===== src/rtl/ssq_pkg.sv =====
package ssq_pkg;
    typedef enum logic [2:0] {
        S_IDLE,
        S_BASE,
        S_INDEX,
        S_PROBE,
        S_LOAD,
        S_SEND,
        S_FINISH
    } ssq_state_e;

    typedef enum logic [1:0] {
        RD_BASE,
        RD_INDEX,
        RD_WALK
    } ssq_rdsel_e;
endpackage


===== src/rtl/ssq_addr_unit.sv =====
module ssq_addr_unit #(
    parameter int ADDR_W = 32,
    parameter int CNT_W  = 7
) (
    input  logic              clk,
    input  logic              rst_n,
    input  logic              cap_i,
    input  logic [CNT_W-1:0]  count_i,
    input  logic              ld_base_i,
    input  logic [ADDR_W-1:0] base_i,
    input  logic              add_idx_i,
    input  logic [ADDR_W-1:0] idx_i,
    input  logic              step_i,
    output logic [ADDR_W-1:0] ea_o,
    output logic              last_o
);
    localparam logic [CNT_W-1:0] ONE = CNT_W'(1);

    logic [ADDR_W-1:0] ea_q;
    logic [CNT_W-1:0]  cnt_q;

    always_ff @(posedge clk) begin
        if (!rst_n) begin
            ea_q  <= '0;
            cnt_q <= '0;
        end else begin
            if (cap_i) begin
                cnt_q <= count_i;
            end
            if (ld_base_i) begin
                ea_q <= base_i;
            end else if (add_idx_i) begin
                ea_q <= ea_q + idx_i;
            end else if (step_i) begin
                ea_q <= ea_q + ADDR_W'(1);
            end
            if (step_i) begin
                cnt_q <= cnt_q - ONE;
            end
        end
    end

    assign ea_o   = ea_q;
    assign last_o = (cnt_q == ONE);
endmodule


===== src/rtl/ssq_reg_walker.sv =====
module ssq_reg_walker #(
    parameter int DATA_W = 32,
    parameter int REG_AW = 5
) (
    input  logic              clk,
    input  logic              rst_n,
    input  logic              cap_i,
    input  logic [REG_AW-1:0] src_i,
    input  logic              ld_word_i,
    input  logic [DATA_W-1:0] word_i,
    input  logic              step_i,
    output logic [REG_AW-1:0] reg_o,
    output logic              word_end_o,
    output logic [7:0]        byte_o
);
    localparam int LANES = DATA_W / 8;
    localparam int SEL_W = (LANES > 1) ? $clog2(LANES) : 1;
    localparam logic [SEL_W-1:0] SEL_LAST = SEL_W'(LANES - 1);

    logic [REG_AW-1:0] reg_q;
    logic [SEL_W-1:0]  sel_q;
    logic [DATA_W-1:0] word_q;
    logic [7:0]        lane [LANES];

    always_ff @(posedge clk) begin
        if (!rst_n) begin
            reg_q  <= '0;
            sel_q  <= '0;
            word_q <= '0;
        end else begin
            if (cap_i) begin
                reg_q <= src_i;
                sel_q <= '0;
            end else if (step_i) begin
                if (sel_q == SEL_LAST) begin
                    sel_q <= '0;
                    reg_q <= reg_q + REG_AW'(1);
                end else begin
                    sel_q <= sel_q + SEL_W'(1);
                end
            end
            if (ld_word_i) begin
                word_q <= word_i;
            end
        end
    end

    // lane 0 is the most significant byte of the register
    generate
        for (genvar b = 0; b < LANES; b++) begin : g_lane
            assign lane[b] = word_q[DATA_W-1-8*b -: 8];
        end
    endgenerate

    assign byte_o     = lane[sel_q];
    assign reg_o      = reg_q;
    assign word_end_o = (sel_q == SEL_LAST);
endmodule


===== src/rtl/ssq_ctrl.sv =====
module ssq_ctrl
    import ssq_pkg::*;
(
    input  logic       clk,
    input  logic       rst_n,
    input  logic       start_i,
    input  logic       cnt_zero_i,
    input  logic       fault_i,
    input  logic       ready_i,
    input  logic       last_i,
    input  logic       word_end_i,
    output logic       cap_o,
    output logic       ld_base_o,
    output logic       add_idx_o,
    output logic       ld_word_o,
    output logic       step_o,
    output ssq_rdsel_e rdsel_o,
    output logic       valid_o,
    output logic       done_o,
    output logic       noop_o
);
    ssq_state_e state_q, state_d;
    logic       noop_q, noop_d;

    always_ff @(posedge clk) begin
        if (!rst_n) begin
            state_q <= S_IDLE;
            noop_q  <= 1'b0;
        end else begin
            state_q <= state_d;
            noop_q  <= noop_d;
        end
    end

    always_comb begin
        state_d = state_q;
        noop_d  = noop_q;
        unique case (state_q)
            S_IDLE: begin
                if (start_i) begin
                    noop_d  = cnt_zero_i;
                    state_d = cnt_zero_i ? S_FINISH : S_BASE;
                end
            end
            S_BASE:  state_d = S_INDEX;
            S_INDEX: state_d = S_PROBE;
            S_PROBE: begin
                if (fault_i) begin
                    noop_d  = 1'b1;
                    state_d = S_FINISH;
                end else begin
                    state_d = S_LOAD;
                end
            end
            S_LOAD: state_d = S_SEND;
            S_SEND: begin
                if (ready_i) begin
                    if (last_i) begin
                        state_d = S_FINISH;
                    end else if (word_end_i) begin
                        state_d = S_LOAD;
                    end
                end
            end
            S_FINISH: state_d = S_IDLE;
            default:  state_d = S_IDLE;
        endcase
    end

    always_comb begin
        cap_o     = 1'b0;
        ld_base_o = 1'b0;
        add_idx_o = 1'b0;
        ld_word_o = 1'b0;
        step_o    = 1'b0;
        rdsel_o   = RD_WALK;
        valid_o   = 1'b0;
        done_o    = 1'b0;
        noop_o    = 1'b0;
        unique case (state_q)
            S_IDLE:  cap_o = start_i;
            S_BASE: begin
                rdsel_o   = RD_BASE;
                ld_base_o = 1'b1;
            end
            S_INDEX: begin
                rdsel_o   = RD_INDEX;
                add_idx_o = 1'b1;
            end
            S_PROBE: ;
            S_LOAD:  ld_word_o = 1'b1;
            S_SEND: begin
                valid_o = 1'b1;
                step_o  = ready_i;
            end
            S_FINISH: begin
                done_o = 1'b1;
                noop_o = noop_q;
            end
            default: ;
        endcase
    end
endmodule


===== src/rtl/string_store_seq.sv =====
module string_store_seq
    import ssq_pkg::*;
#(
    parameter int ADDR_W = 32,
    parameter int DATA_W = 32,
    parameter int REG_AW = 5,
    parameter int CNT_W  = 7
) (
    input  logic              clk,
    input  logic              rst_n,
    input  logic              start_i,
    input  logic [REG_AW-1:0] src_i,
    input  logic [REG_AW-1:0] base_i,
    input  logic [REG_AW-1:0] idx_i,
    input  logic [CNT_W-1:0]  count_i,
    output logic [REG_AW-1:0] rf_idx_o,
    input  logic [DATA_W-1:0] rf_data_i,
    input  logic              fault_i,
    output logic              mem_valid_o,
    input  logic              mem_ready_i,
    output logic [ADDR_W-1:0] mem_addr_o,
    output logic [7:0]        mem_data_o,
    output logic              done_o,
    output logic              noop_o
);
    logic              cap, ld_base, add_idx, ld_word, step;
    logic              last, word_end;
    ssq_rdsel_e        rdsel;
    logic [REG_AW-1:0] base_q, idx_q, walk_reg;
    logic [ADDR_W-1:0] base_val, idx_val;

    always_ff @(posedge clk) begin
        if (!rst_n) begin
            base_q <= '0;
            idx_q  <= '0;
        end else if (cap) begin
            base_q <= base_i;
            idx_q  <= idx_i;
        end
    end

    always_comb begin
        unique case (rdsel)
            RD_BASE:  rf_idx_o = base_q;
            RD_INDEX: rf_idx_o = idx_q;
            default:  rf_idx_o = walk_reg;
        endcase
    end

    assign base_val = (base_q == '0) ? '0 : ADDR_W'(rf_data_i);
    assign idx_val  = ADDR_W'(rf_data_i);

    ssq_ctrl u_ctrl (
        .clk        (clk),
        .rst_n      (rst_n),
        .start_i    (start_i),
        .cnt_zero_i (count_i == '0),
        .fault_i    (fault_i),
        .ready_i    (mem_ready_i),
        .last_i     (last),
        .word_end_i (word_end),
        .cap_o      (cap),
        .ld_base_o  (ld_base),
        .add_idx_o  (add_idx),
        .ld_word_o  (ld_word),
        .step_o     (step),
        .rdsel_o    (rdsel),
        .valid_o    (mem_valid_o),
        .done_o     (done_o),
        .noop_o     (noop_o)
    );

    ssq_addr_unit #(.ADDR_W(ADDR_W), .CNT_W(CNT_W)) u_addr (
        .clk       (clk),
        .rst_n     (rst_n),
        .cap_i     (cap),
        .count_i   (count_i),
        .ld_base_i (ld_base),
        .base_i    (base_val),
        .add_idx_i (add_idx),
        .idx_i     (idx_val),
        .step_i    (step),
        .ea_o      (mem_addr_o),
        .last_o    (last)
    );

    ssq_reg_walker #(.DATA_W(DATA_W), .REG_AW(REG_AW)) u_walk (
        .clk        (clk),
        .rst_n      (rst_n),
        .cap_i      (cap),
        .src_i      (src_i),
        .ld_word_i  (ld_word),
        .word_i     (rf_data_i),
        .step_i     (step),
        .reg_o      (walk_reg),
        .word_end_o (word_end),
        .byte_o     (mem_data_o)
    );
endmodule


===== config.mk =====
export PLATFORM = sky130hd
export DESIGN_NAME = string_store_seq
export DESIGN_NICKNAME = d
export VERILOG_FILES = /design/src/rtl/ssq_pkg.sv /design/src/rtl/ssq_addr_unit.sv /design/src/rtl/ssq_reg_walker.sv /design/src/rtl/ssq_ctrl.sv /design/src/rtl/string_store_seq.sv
export SDC_FILE = /design/constraint.sdc
export NUM_CORES = 1
export LEC_CHECK = 0
export ABC_AREA = 1
export BUFFER_PORTS_ARGS = -buffer_cell sky130_fd_sc_hd__buf_2
export CAP_MARGIN = 0
export CORE_MARGIN = 10
export CORE_UTILIZATION = 44
export DETAILED_ROUTE_END_ITERATION = 8
export SLEW_MARGIN = 20
export SYNTH_ARGS = -nofsm -noshare
export SYNTH_HDL_FRONTEND = slang
export SYNTH_SLANG_ARGS = --single-unit

===== constraint.sdc =====
create_clock -name clk -period 7.4 [get_ports clk]
set_input_delay 2.22 -clock clk [delete_from_list [all_inputs] [get_ports clk]]
set_output_delay 2.22 -clock clk [all_outputs]
set_load 0.02 [all_outputs]

==> out/results.ini <==
[critical_path]
path_class=reg2out
crit_arrival_ns=2.83
endpoint_kind=output pin
critical_path_required_ns=5.18
critPathTopFamily=simple AND/OR/NAND/NOR gates
crit_slowest_cell=nor2_4
r2r_cells=14
cp_max_fo=36
rr_startpoint=u_ctrl.state_q[0]
cp-endpoint=rf_idx_o[2]
cp_cell_sequence=inv_2 > nor2_4 > inv_4 > nand2_2 > inv_1 > nand2_1 > o221ai_1 > buf_2
start_kind=flop
reg2reg_slack_ns=4.17
reg2reg_to=u_addr.ea_o[27]
critical-path-max-stage-delay_ns=0.71
crit_path_start=u_ctrl.state_q[0]
worstSetupPathDepth=8
worst-path-buf-inv=4

[grt]
grt_start_max_net_pins=67
groute.usage.overall=0.212
grt_pass1_vias=6991
grt_pass1_wl_um=36700
antenna_found_initial=0
gr-total-overflow=0

[floorplan]
die_y_um=145
coreArea_um2=15300
start_util=0.451
die_x_um=145
die_area_um2=21100
pin_count=107
std_cell_rows=45

[finish]
finalInstanceArea_um2=7890
final_common_cell=nand2_1
drive_gt1_frac=0.118
layout.nets=1346
syn_to_final_growth_pct=14.2
layout_common_cells=nand2_1, inv_1, buf_2
insertedDiodeCount=0

[timing]
max_freq_mhz=198
worstMarginPinSlew_ns=0.944
slew_headroom=0.370
rsz0062_at_grt=no
worst_hold_slack_ns=0.467
fin_worst_skew_ns=0.00742
setup_viol=0
hold_viol_final=0
period_share=0.682
post-route-min-period_ns=5.05
fin_setup_tns_ns=0
slew_violations=0

[routing]
vias=7465
drc_errors=0
drt_pass1_iterations=7
vias_per_cell=5.09
antenna_left=0
routed_wl_um=23200
drt-wirelength-per-cell_um=15.8
drt_iter0_markers=526

[pwr]
p_leak_nw=4.37
power.density_nw_per_um2=252
switching_share=0.430
intPower_w=0.00113
netSwitchingPower_w=0.000856
clkPwrFrac=0.250
total_power_w=0.00199
vdd_drop_max_mv=0.151
power_frac_comb=0.413
seq_power_share=0.337

[yosys]
netlist_instances=1169
syn-cell-area_um2=6910
synth_top_area_cell=dfxtp_1
synth_area_leaders=dfxtp_1, nand2_1, inv_1
ys_warn_count=0
yosysTopAreaCellShare=0.267
syn_area_per_cell_um2=5.91
ys_types=43
syn_nets=1264
yosysSeqAreaShare=0.267
ys_seq_elements=92

[placed_design]
placed_cell_area_um2=7560
routabilityCongestion=0.905
dpl.hpwl_um=17600
io_buffers=106

[clock_tree]
cts-buffers-inserted=9
root_buffer=clkbuf_16
ctsHtreeMaxLevel=3
worstSkewPairLatency_ns=0.36
cts_tree=done
ctsResizeCount=0
postCtsSetupBuffers=0
clockBufferDepth=2
clkTransAtPathRegs_ns=0.07
cts_hold_buffers=0
clock-sinks=92

[job]
maxCapViolCount=0

[hold_path]
holdCritPathClass=reg2reg
hold_depth=2
hold_start=u_addr.cnt_q[6]

[status]
status=completed

registers in the layout (all words and copies together), names as in the netlist:
name,cells
u_addr.ea_o,32
u_walk.reg_o,5
u_addr.cnt_q,7
u_walk.sel_q,2
idx_q,5
base_q,5
u_walk.lane,32
u_ctrl.noop_q,1
u_ctrl.state_q,3
Yosys cell counts (all sizes together):
| library cell | n |
|---|---|
| o211ai | 5 |
| and2 | 1 |
| o21ai | 98 |
| a22oi | 1 |
| a21oi | 89 |
| nand3b | 1 |
| nor3 | 8 |
| o221ai | 6 |
| a21o | 1 |
| o21bai | 6 |
| a31o | 2 |
| nand3 | 90 |
| xnor2 | 5 |
| ha | 35 |
| nor4 | 1 |
| or2 | 6 |
| dfxtp | 92 |
| a221oi | 4 |
| nand2 | 319 |
| o22ai | 8 |
| a211oi | 2 |
| a31oi | 5 |
| fa | 1 |
| xor2 | 11 |
| inv | 218 |
| clkbuf | 27 |
| o31ai | 1 |
| nor2 | 107 |
| nand4 | 7 |
| buf | 12 |
cell type report:
type	instances	area (µm²)
Clock buffer	10	239
Tap cell	211	264
Inverter	218	826
Sequential cell	92	1840
Multi-Input combinational cell	820	4080
Fill cell	1702	7420
Clock inverter	6	68.8
Timing Repair Buffer	110	573
tightest hold or removal path: cells and delay by family (launching register included):
kind / cells / cell delay (ns)
flip-flops: 1 / 0.31
AND/OR/NAND/NOR: 1 / 0.06
AO/OA/AOI/OAI: 1 / 0.05
kinds of logic after synthesis:
| family | count (synthesis) | share of synthesized area |
|---|---|---|
| flops | 92 | 0.267 |
| xor+xnor | 16 | 0.0203 |
| simple gates | 540 | 0.323 |
| buf+inv | 257 | 0.144 |
| fa+ha+maj | 36 | 0.0663 |
| compound gates | 228 | 0.180 |
power groups by stage:
stage               combinational, W  clock, W  sequential [W]
finish                      0.000822  0.000498        0.000670
floorplan                   0.000547         0        0.000703
global route                0.000919  0.000523        0.000683
detailed placement          0.000814         0        0.000679
CTS                         0.000818  0.000508        0.000669
global placement            0.000811         0        0.000680
through the flow:
stage           util  cells  setup WS, ns
2_1_floorplan      -   1169          3.39
3_3_place_gp   0.494   1450          2.83
3_5_place_dp   0.494   1450          2.75
4_1_cts        0.514   1466          2.35
5_1_grt        0.515   1467          2.18
6_report       0.515   1467          2.35
how the worst min path moves through the flow:
stage | to | slack (ns)
floorplan | u_addr.cnt_q[4] | 0.44
global placement | u_addr.cnt_q[6] | 0.46
detailed placement | u_addr.cnt_q[6] | 0.46
CTS | u_addr.cnt_q[6] | 0.47
global route | u_addr.cnt_q[6] | 0.49
finish | u_addr.cnt_q[6] | 0.47
per-layer routing:
layer  GRT usage  wire (µm)  vias to the layer above
met5           0          0                        -
met4      0.0794        700                        0
met3      0.0373       1290                       45
met2       0.322       9950                      215
met1       0.291      11300                     3325
li1            -          -                     3880
Power figures use the tool's default switching activity.
